===== src/rtl/mbox_pkg.sv =====
package mbox_pkg;
  typedef struct packed {
    logic [2:0] rsv;
    logic       rx;
    logic       cmd_err;
    logic       crc_err;
    logic       rsp_vld;
    logic       busy;
  } stat_t;
endpackage


===== src/rtl/mbox_crc_step.sv =====
module mbox_crc_step #(
  parameter logic [15:0] POLY = 16'h8005
) (
  input  logic [15:0] crc_i,
  input  logic [7:0]  data_i,
  output logic [15:0] crc_o
);
  logic [15:0] s [9];
  assign s[0] = crc_i;
  for (genvar g = 0; g < 8; g++) begin : g_bit
    logic fb;
    assign fb       = s[g][15] ^ data_i[7-g];
    assign s[g+1]   = {s[g][14:0], 1'b0} ^ (fb ? POLY : 16'h0000);
  end
  assign crc_o = s[8];
endmodule


===== src/rtl/mbox_cmd_buf.sv =====
module mbox_cmd_buf #(
  parameter int          DEPTH = 64,
  parameter logic [15:0] POLY  = 16'h8005,
  localparam int         IW    = $clog2(DEPTH),
  localparam int         CW    = $clog2(DEPTH + 1)
) (
  input  logic          clk_i,
  input  logic          rst_ni,
  input  logic          wr_i,
  input  logic [7:0]    wdata_i,
  input  logic          clr_i,
  input  logic          done_i,
  input  logic [IW-1:0] idx_i,
  output logic [7:0]    byte_o,
  output logic [7:0]    op_o,
  output logic [7:0]    len_o,
  output logic          busy_o,
  output logic          issue_o,
  output logic          crc_err_o,
  output logic          cmd_err_o,
  output logic          rx_o
);
  logic [7:0]    mem_q [DEPTH];
  logic [CW-1:0] wcnt_q;
  logic [7:0]    len_q, wpos;
  logic [15:0]   crc_q, crc_nx;
  logic          busy_q, crc_err_q, cmd_err_q, lock_q;
  logic          accept, len_bad, in_crc, is_last, sum_ok;

  mbox_crc_step #(.POLY(POLY)) u_crc (.crc_i(crc_q), .data_i(wdata_i), .crc_o(crc_nx));

  assign wpos    = 8'(wcnt_q);
  assign accept  = wr_i & ~busy_q & ~clr_i & ~lock_q;
  assign len_bad = (wpos == 8'd1) && ((wdata_i < 8'd4) || (int'(wdata_i) > DEPTH));
  // bytes before the checksum feed the CRC; length unknown for first two
  assign in_crc  = (wpos < 8'd2) || (wpos < len_q - 8'd2);
  assign is_last = (wpos >= 8'd2) && (wpos == len_q - 8'd1);
  assign sum_ok  = ({mem_q[IW'(len_q - 8'd2)], wdata_i} == crc_q);
  assign issue_o = accept & is_last & sum_ok;

  always_ff @(posedge clk_i or negedge rst_ni) begin
    if (!rst_ni) begin
      for (int i = 0; i < DEPTH; i++) mem_q[i] <= 8'h00;
    end else if (accept) begin
      mem_q[IW'(wcnt_q)] <= wdata_i;
    end
  end

  always_ff @(posedge clk_i or negedge rst_ni) begin
    if (!rst_ni) begin
      wcnt_q    <= '0;
      len_q     <= 8'h00;
      crc_q     <= 16'h0000;
      busy_q    <= 1'b0;
      crc_err_q <= 1'b0;
      cmd_err_q <= 1'b0;
      lock_q    <= 1'b0;
    end else if (busy_q) begin
      if (wr_i) cmd_err_q <= 1'b1;
      if (done_i) begin
        busy_q <= 1'b0;
        wcnt_q <= '0;
        len_q  <= 8'h00;
        crc_q  <= 16'h0000;
      end
    end else if (clr_i) begin
      wcnt_q    <= '0;
      len_q     <= 8'h00;
      crc_q     <= 16'h0000;
      crc_err_q <= 1'b0;
      cmd_err_q <= 1'b0;
      lock_q    <= 1'b0;
    end else if (accept) begin
      wcnt_q <= wcnt_q + 1'b1;
      if (in_crc) crc_q <= crc_nx;
      if (wpos == 8'd1) len_q <= wdata_i;
      if (len_bad) begin
        cmd_err_q <= 1'b1;
        lock_q    <= 1'b1;
      end
      if (is_last) begin
        if (sum_ok) busy_q <= 1'b1;
        else begin
          crc_err_q <= 1'b1;
          lock_q    <= 1'b1;
        end
      end
    end
  end

  assign byte_o    = mem_q[idx_i];
  assign op_o      = mem_q[0];
  assign len_o     = len_q;
  assign busy_o    = busy_q;
  assign crc_err_o = crc_err_q;
  assign cmd_err_o = cmd_err_q;
  assign rx_o      = (wcnt_q != '0) & ~busy_q & ~lock_q;
endmodule


===== src/rtl/mbox_rsp_buf.sv =====
module mbox_rsp_buf #(
  parameter int  DEPTH = 64,
  localparam int IW    = $clog2(DEPTH),
  localparam int CW    = $clog2(DEPTH + 1)
) (
  input  logic       clk_i,
  input  logic       rst_ni,
  input  logic       start_i,
  input  logic       push_i,
  input  logic [7:0] pdata_i,
  input  logic       fin_i,
  input  logic       rewind_i,
  input  logic       pop_i,
  output logic [7:0] head_o,
  output logic       vld_o
);
  logic [7:0]    mem_q [DEPTH];
  logic [CW-1:0] len_q, ptr_q;
  logic          vld_q, avail, wr_ok;

  assign avail  = vld_q && (ptr_q < len_q);
  assign wr_ok  = push_i && !start_i && (len_q < CW'(DEPTH));
  assign head_o = avail ? mem_q[IW'(ptr_q)] : 8'hFF;
  assign vld_o  = vld_q;

  always_ff @(posedge clk_i) begin
    if (wr_ok) mem_q[IW'(len_q)] <= pdata_i;
  end

  always_ff @(posedge clk_i or negedge rst_ni) begin
    if (!rst_ni) begin
      len_q <= '0;
      ptr_q <= '0;
      vld_q <= 1'b0;
    end else if (start_i) begin
      len_q <= '0;
      ptr_q <= '0;
      vld_q <= 1'b0;
    end else begin
      if (wr_ok) len_q <= len_q + 1'b1;
      if (fin_i) vld_q <= 1'b1;
      if (rewind_i) ptr_q <= '0;
      else if (pop_i && avail) ptr_q <= ptr_q + 1'b1;
    end
  end
endmodule


===== src/rtl/mbox_cmdrsp.sv =====
module mbox_cmdrsp #(
  parameter int          DEPTH     = 64,
  parameter int          RSP_DEPTH = 64,
  parameter int          AW        = 16,
  parameter logic [15:0] MBOX_ADDR = 16'hFE00,
  parameter logic [15:0] RST_ADDR  = 16'hFFE0,
  parameter logic [15:0] STAT_ADDR = 16'hFFF0,
  parameter logic [15:0] POLY      = 16'h8005,
  parameter int          IW        = $clog2(DEPTH)
) (
  input  logic          clk_i,
  input  logic          rst_ni,
  input  logic          bus_vld_i,
  input  logic          bus_we_i,
  input  logic [AW-1:0] bus_addr_i,
  input  logic [7:0]    bus_wdata_i,
  output logic [7:0]    bus_rdata_o,
  output logic          cmd_vld_o,
  output logic [7:0]    cmd_op_o,
  output logic [7:0]    cmd_len_o,
  input  logic [IW-1:0] cmd_idx_i,
  output logic [7:0]    cmd_byte_o,
  input  logic          rsp_we_i,
  input  logic [7:0]    rsp_byte_i,
  input  logic          rsp_done_i
);
  import mbox_pkg::*;

  logic          wr_mbox, wr_rst, rd_mbox, rd_stat, rd_any;
  logic          busy, issue, crc_err, cmd_err, rx, rsp_vld;
  logic [7:0]    head, rdata_q;
  stat_t         stat;

  assign wr_mbox = bus_vld_i &  bus_we_i & (bus_addr_i == AW'(MBOX_ADDR));
  assign wr_rst  = bus_vld_i &  bus_we_i & (bus_addr_i == AW'(RST_ADDR));
  assign rd_any  = bus_vld_i & ~bus_we_i;
  assign rd_mbox = rd_any & (bus_addr_i == AW'(MBOX_ADDR));
  assign rd_stat = rd_any & (bus_addr_i == AW'(STAT_ADDR));

  mbox_cmd_buf #(.DEPTH(DEPTH), .POLY(POLY)) u_cmd (
    .clk_i, .rst_ni,
    .wr_i(wr_mbox), .wdata_i(bus_wdata_i), .clr_i(wr_rst), .done_i(rsp_done_i),
    .idx_i(cmd_idx_i), .byte_o(cmd_byte_o), .op_o(cmd_op_o), .len_o(cmd_len_o),
    .busy_o(busy), .issue_o(issue), .crc_err_o(crc_err), .cmd_err_o(cmd_err), .rx_o(rx)
  );

  mbox_rsp_buf #(.DEPTH(RSP_DEPTH)) u_rsp (
    .clk_i, .rst_ni,
    .start_i(issue), .push_i(rsp_we_i & busy), .pdata_i(rsp_byte_i),
    .fin_i(rsp_done_i & busy), .rewind_i(wr_rst), .pop_i(rd_mbox),
    .head_o(head), .vld_o(rsp_vld)
  );

  always_comb begin
    stat         = '0;
    stat.busy    = busy;
    stat.rsp_vld = rsp_vld;
    stat.crc_err = crc_err;
    stat.cmd_err = cmd_err;
    stat.rx      = rx;
  end

  always_ff @(posedge clk_i or negedge rst_ni) begin
    if (!rst_ni)      rdata_q <= 8'h00;
    else if (rd_mbox) rdata_q <= head;
    else if (rd_stat) rdata_q <= stat;
    else if (rd_any)  rdata_q <= 8'h00;
  end

  assign bus_rdata_o = rdata_q;
  assign cmd_vld_o   = busy;
endmodule


===== config.mk =====
export PLATFORM = sky130hd
export DESIGN_NAME = mbox_cmdrsp
export DESIGN_NICKNAME = d
export VERILOG_FILES = /design/src/rtl/mbox_pkg.sv /design/src/rtl/mbox_crc_step.sv /design/src/rtl/mbox_cmd_buf.sv /design/src/rtl/mbox_rsp_buf.sv /design/src/rtl/mbox_cmdrsp.sv
export SDC_FILE = /design/constraint.sdc
export NUM_CORES = 2
export LEC_CHECK = 0
export CORE_ASPECT_RATIO = 0.5
export CORE_MARGIN = 5
export CORE_UTILIZATION = 40
export DETAILED_ROUTE_END_ITERATION = 16
export PLACE_DENSITY = 0.65
export SKIP_CTS_REPAIR_TIMING = 1
export SLEW_MARGIN = 40
export SYNTH_ARGS = -nofsm -noshare
export SYNTH_HDL_FRONTEND = slang
export SYNTH_HIERARCHICAL = 1
export SYNTH_SLANG_ARGS = --single-unit

===== constraint.sdc =====
create_clock -name clk_i -period 5.4 [get_ports clk_i]
set_input_delay 0.54 -clock clk_i [delete_from_list [all_inputs] [get_ports clk_i]]
set_output_delay 0.54 -clock clk_i [all_outputs]
set_load 0.02 [all_outputs]

## Word-level counts from Yosys, hierarchy flattened

Memories as Yosys holds them, arrays and structs flattened.
Cells that the tools add are included.

- Memories: 1
- Word-level logic and storage cells: 230
- Register bits after elaboration: 570
- Input bits: 44
- Bits in writable memories: 512
- Output and inout bits: 33

- Reductions and logical operators: 27
- Mux-type cells: 64
- Equal/unequal tests: 9
- $add $sub $neg: 5
- Bitwise gates (word level): 38
- Order comparisons: 11

Memory list:

| memory | depth | bits a word | rd ports | clocked after memory_dff | write ports | line | source |
|---|---|---|---|---|---|---|---|
| u_rsp.mem_q | 64 | 8 | 1 | 0 | 1 | mbox_rsp_buf.sv:17 | `logic [7:0] mem_q [DEPTH];` |

Operator list:

| kind | number |
|---|---|
| $bwmux W512 | 1 |
| $mux W16 | 13 |
| $xor A16 B16 Y16 | 8 |
| $mux W8 | 14 |
| $bmux W8 S6 | 2 |
| $mux W7 | 9 |
| $demux W8 S6 | 1 |
| $eq A16 B16 Y1 const B | 3 |
| $mux W1 | 24 |
| $add A7 B1 Y7 const B | 3 |
| $ge A7 B7 Y1 const B | 3 |
| $not A6 Y7 | 3 |
| $reduce_bool A3 Y1 | 6 |
| $eq A16 B16 Y1 | 1 |
| $and A1 B1 Y1 | 15 |
| $reduce_and A3 Y1 | 3 |
| $eq A7 B8 Y1 | 1 |
| $gt A8 B7 Y1 const B | 1 |
| $lt A7 B8 Y1 | 1 |
| $lt A8 B3 Y1 const B | 1 |
| $reduce_bool A2 Y1 | 4 |
| $sub A8 B1 Y8 const B | 1 |
| $sub A8 B2 Y8 const B | 1 |
| $xor A1 B1 Y1 | 8 |
| other kinds (15) | 27 |

## Logic depth before layout (Yosys ltp)

- Depth after elaboration: 28
- Depth in mapped cells: 20
- Gate-level depth less buffers: 15

## Hierarchy

The synthesis kept the hierarchy.

By module, submodules not included:

| module | instances | sequential area each (um2) | area an instance (um2) | cells an instance |
|---|---|---|---|---|
| mbox_cmd_buf | 1 | 13688.1 | 30120.1 | 2027 |
| mbox_rsp_buf | 1 | 15750.1 | 20754.9 | 1028 |
| mbox_cmdrsp | 1 | 200.2 | 449.2 | 42 |
| mbox_crc_step | 1 | 0.0 | 324.1 | 31 |

## Worst setup path before layout

Ideal clock, no wire load.

- Path kind: flip-flop to flip-flop
- Start point: register u_cmd.len_q[1] (netlist: u_cmd/len_o[1])
- End point: memory u_rsp.mem_q[48][0], enable pin
- Setup slack: 0.300 ns
- Period minus slack after synthesis: 5.100 ns
- Arrival: 4.717 ns
- Data required time: 5.017 ns
- Cell stages (with the launch flop): 19
- Cell sequence: dfrtp_1 buf_2 inv_1 clkbuf_1 ha_1 buf_4 xor2_2 buf_6 mux4_2 o2111ai_1 o311ai_1 o41a_1 o211ai_1 nor4_2 and2_1 nor2b_1 and4_1 nand2b_1 nor3_1

- Longest elaborated chain between the ends: 12
- Elaborated cells between the ends (all ways): 16

RTL lines:

| item | line | source |
|---|---|---|
| start, declared | mbox_cmd_buf.sv:25 | `logic [7:0] len_q, wpos;` |
| start signal, assigned | mbox_cmd_buf.sv:76 | `if (wpos == 8'd1) len_q <= wdata_i;` |
| $sub A8 B2 Y8 | -- |  |
| $not A6 Y7 (implied by the code) | mbox_cmd_buf.sv:38 | `assign sum_ok = ({mem_q[IW'(len_q - 8'd2)], wdata_i} == crc_q);` |
| $bmux W8 S6 | mbox_cmd_buf.sv:38 |  |
| $mux W8 (implied by the code) (2 in series) | mbox_cmd_buf.sv:38 |  |
| $eq A16 B16 Y1 | mbox_cmd_buf.sv:38 |  |
| $and A1 B1 Y1 (*) | mbox_cmd_buf.sv:39 | `assign issue_o = accept & is_last & sum_ok;` |
| net issue | mbox_cmdrsp.sv:30 | `logic busy, issue, crc_err, cmd_err, rx, rsp_vld;` |
| $logic_not A1 Y1 (*) | mbox_rsp_buf.sv:22 | `assign wr_ok = push_i && !start_i && (len_q < CW'(DEPTH));` |
| $logic_and A1 B1 Y1 (*) (2 in series) | mbox_rsp_buf.sv:22 |  |
| $mux W1 (*) | mbox_rsp_buf.sv:27 | `if (wr_ok) mem_q[IW'(len_q)] <= pdata_i;` |
| $mux W1 (implied by the code) (*) | mbox_rsp_buf.sv:27 |  |
| end, declared | mbox_rsp_buf.sv:17 |  |

The timed path passes the listed nets; every way through them passes the cells marked *. The select of a mux whose other input is x is not followed.

## Final worst setup path

- Start point: register u_cmd.len_q[1] (netlist: u_cmd/len_o[1])
- End point: memory u_rsp.mem_q[10][4], enable pin

The elaborated chain is that of the path after synthesis.

==> metrics.md <==
| Metric | Value |
|---|---|
| DP HPWL | 96800 µm |
| Longest Clk Path Bufs | 3 |
| CTS Sinks | 1082 |
| Synthesized Nets | around 3200 |
| I/O pins | 77 |
| Fraction of registers with async set/reset | about 53% |
| DRC violations left | 0 |
| Die height | 264 µm |
| Reg clk slew, reported paths | roughly 0.07 ns |
| DP Area | 54800 µm² |
| Skew final | 0.0345 ns |
| Number of synthesized flops with an enable pin | about 500 |
| CP Max Fanout | 25 |
| Mapped Avg Cell Area | between 15 and 20 µm² |
| H-tree Lvls | 3 |
| Synth unique cells | 85 |
| CP endpoint kind | flip-flop |
| Most frequent CP cell | nor2b_1 |
| Core ar. | roughly 130000 µm² |
| Period minus WS final | roughly 5.3 ns |
| Non-Filler Cell Area, Final | around 58000 µm² |
| Leading area contributor after synthesis | edfxtp_1 |
| Worst Setup Start Kind | flip-flop |
| Yosys reg bits | about 1100 |
| Cells after DPL | slightly below 5000 |
| Total negative setup slack | 0 ns |
| RSZ-0062 raised after global routing | true |
| CTS tree | built |
| Worst path slowest cell | nor2_1 |
| Synthesized instance count | ~3100 |
| Final worst slack | approximately 0.10 ns |
| Hold Vio Cnt, Final | 0 |
| Final nets | 3297 |
| Final Max Tran Viols | 0 |
| Post-DR vias/cell | between 6 and 7 |
| PD cells | ~280 nW/µm² |
| I/O Buffers | 76 |
| Worst relative slew slack | between 40% and 50% |
| Crit path kind | flip-flop to flip-flop |
| Clock latency on the worst-skew pair | 0.72 ns |
| Root buffer cell | clkbuf_16 |
| Fmax | around 190 MHz |
| Initial Util | around two fifths |
| Ys flop type | dfrtp_1 |
| Vias in the first global route | about 30000 |
| Period utilization | between 90% and 100% |
| Run status | complete, no violations |
| GR Util All Layers | a little over a fifth |
| Worst path max stage delay | ~0.54 ns |
| TritonCTS buffer count | roughly 100 |
| Die Span X | ~520 µm |
| Global placer's final weighted congestion | approximately 0.95 |
| Area contributors post-synth | edfxtp_1 (30%), dfrtp_1 (28%), mux4_2 (17%) |
| HP Class | input pin to flip-flop |
| Wire per inst | 29.1 µm |
| Required @ worst endpoint | between 5 and 6 ns |
| Netlist Area Pre-Place | around 52000 µm² |
| Final ANT Viol Nets | 0 |
| Most common cell in the netlist | dfrtp_1 |
| Starting DRC count in detailed routing | around 3200 |
| Worst Tran Pin Value | between 0.8 and 0.9 ns |
| Max Cap Violations | 0 |
| Register Area | 29700 µm² |
| Syn. warnings | 6 |
| # setup viols final | 0 |
| Top cell type's share of synthesized area | ~30% |
| Leakage | between 0.02 and 0.025 µW |
| Post-synthesis sequential area ratio | between 50% and 60% |
| Die area | ~140000 µm² |
| Antenna violations before repair | 5 |
| P&R area growth vs syn | 13.2% |
| Global route overflow | 0 |
| VDD IR max | ~0.00021 V |
| R2R Setup Slk | 0.10 ns |
| Critical Path, Cell by Cell | inv_1 > ha_1 > xor2_4 > buf_12 > inv_2 > nand3_1 > o2111ai_1 > o311ai_1 > o41a_1 > o211ai_1 > nor4_2 > and2_1 > nor2b_1 > nor2b_1 > nand2_1 > buf_4 > nor2_1 |
| Place WS | between 0.2 and 0.25 ns |
| Worst EP arrival | about 5.7 ns |
| First-pass GRT wire length | between 200000 and 250000 µm |
| Final wirelength | between 100000 and 150000 µm |
| Fin cells | 5029 |
| Largest net degree at the start of global routing | approximately 140 |
| Layout cells sized above 1 | approximately two fifths |
| Fillcell total | between 10000 and 15000 |
| Commonest cells post-synth | dfrtp_1 (570), mux2_2 (529), edfxtp_1 (512) |
| Core Rows | between 90 and 100 |
| Multi-input gate area | just over 20000 µm² |
| TritonRoute pass-1 iters | 6 |
| Via count | 30700 |
worst paths after layout:
| check | startpoint | to | depth (start not counted) |
|---|---|---|---|
| max | u_cmd/len_o[1]$_DFFE_PN0P_ | u_rsp/mem_q[10][4]$_DFFE_PP_ | 17 |
| min | bus_wdata_i[2] | u_cmd/op_o[2]$_DFFE_PN0P_ | 2 |
| max reg2reg | u_cmd/len_o[1]$_DFFE_PN0P_ | u_rsp/mem_q[10][4]$_DFFE_PP_ | 17 |
| min reg2reg | bus_rdata_o[6]$_DFFE_PN0P_ | bus_rdata_o[6]$_DFFE_PN0P_ | 1 |
| max in group asynchronous | rst_ni | u_cmd/mem_q[485]$_DFFE_PN0P_ | 4 |
| min in group asynchronous | rst_ni | u_cmd/mem_q[325]$_DFFE_PN0P_ | 2 |
metrics by stage:
| stage | power [µW] | hold WS (ns) | util, % |
|---|---|---|---|
| 2_1_floorplan | 9000 | 0.244 | - |
| 3_3_place_gp | 9270 | 0.499 | 42.6 |
| 3_5_place_dp | 9280 | 0.480 | 42.7 |
| 4_1_cts | 16700 | -0.304 | 45.4 |
| 5_1_grt | 17100 | 0.225 | 45.5 |
| 6_report | 16600 | 0.264 | 45.5 |
final cells by class:
| type | count | share of cell area [%] |
|---|---|---|
| clock buffers | 138 | 4.98 |
| flip-flops and latches | 1082 | 50.7 |
| inverters | 42 | 0.270 |
| diodes | 2 | 0.00856 |
| repair buffers | 232 | 3.80 |
| clock inverters | 51 | 1.03 |
| well taps | 1710 | 3.66 |
| multi-input cells | 1772 | 35.5 |
metal layers:
layer / routed length, µm / GRT usage (%) / up-vias
met1: 61900 / 30.1 / 16500
met2: 68800 / 33.4 / 1353
li1: - / - / 12600
met4: 4520 / 6.41 / 2
met5: 15 / 0 / -
met3: 11100 / 4.02 / 245
flip-flops by register name (all words and copies together) (netlist names), 8 cells and up:
name and flops:
u_cmd/crc_q 16, u_rsp/mem_q 512, u_cmd/op_o 8, u_cmd/mem_q 504, u_cmd/len_o 8, bus_rdata_o 8
critical path, delay by kind of cell (launching register included):
kind                     cells  cell delay, ns
AO/OA/AOI/OAI                4            1.03
buffers and inverters        4            0.91
AND/OR/NAND/NOR              7            1.86
flip-flops                   1            0.49
adder cells (fa/ha/maj)      1            0.41
XOR/XNOR                     1            0.21
layout by cell type (no fill, tap or decap), types with 13 or more instances in the layout:
cell             synthesis  routed
buf_4                   31     133
clkbuf_1               134      15
o21ai_0                 27      27
clkbuf_8                 0      20
clkinv_1                 3      13
nand2b_1                15      15
ha_1                    22      21
nand2_1                122     122
mux4_2                 397     397
a22oi_1                 42      42
xor2_1                  20      20
nor3_1                  23      20
nor2_2                   0      24
edfxtp_1               512     512
mux4_1                  18      18
mux2_2                 529     529
clkbuf_16                0     103
mux2i_1                 69      69
buf_12                   5      24
clkdlybuf4s50_1          0      55
inv_1                   37      37
nand4_1                 23      23
xnor2_1                 27      27
o22ai_1                 20      20
nand3_1                 57      57
clkinv_2                 0      20
nor2_1                 153     129
dfrtp_1                570     565
a21oi_1                 26      25
logic make-up (layout without fill, tap and decap cells):
family | Yosys count | count (layout) | synth area share [%]
flops | 1082 | 1082 | 57.4
buf+inv | 274 | 463 | 2.62
simple gates | 487 | 487 | 4.55
compound gates | 194 | 194 | 2.72
xor+xnor | 56 | 56 | 1.09
mux | 1013 | 1013 | 31.1
fa+ha+maj | 22 | 22 | 0.533
other cells | 0 | 2 | 0
power breakdown:
part | switching (µW) | leakage (µW) | internal [µW] | total [µW]
Sequential | 0.109 | 0.0124 | 8640 | 8640
Clock | 3250 | 0.00172 | 4230 | 7480
Combinational | 344 | 0.00921 | 125 | 470
Total | 3590 | 0.0233 | 13000 | 16600
Note: power is estimated with default switching activity, not from simulation.
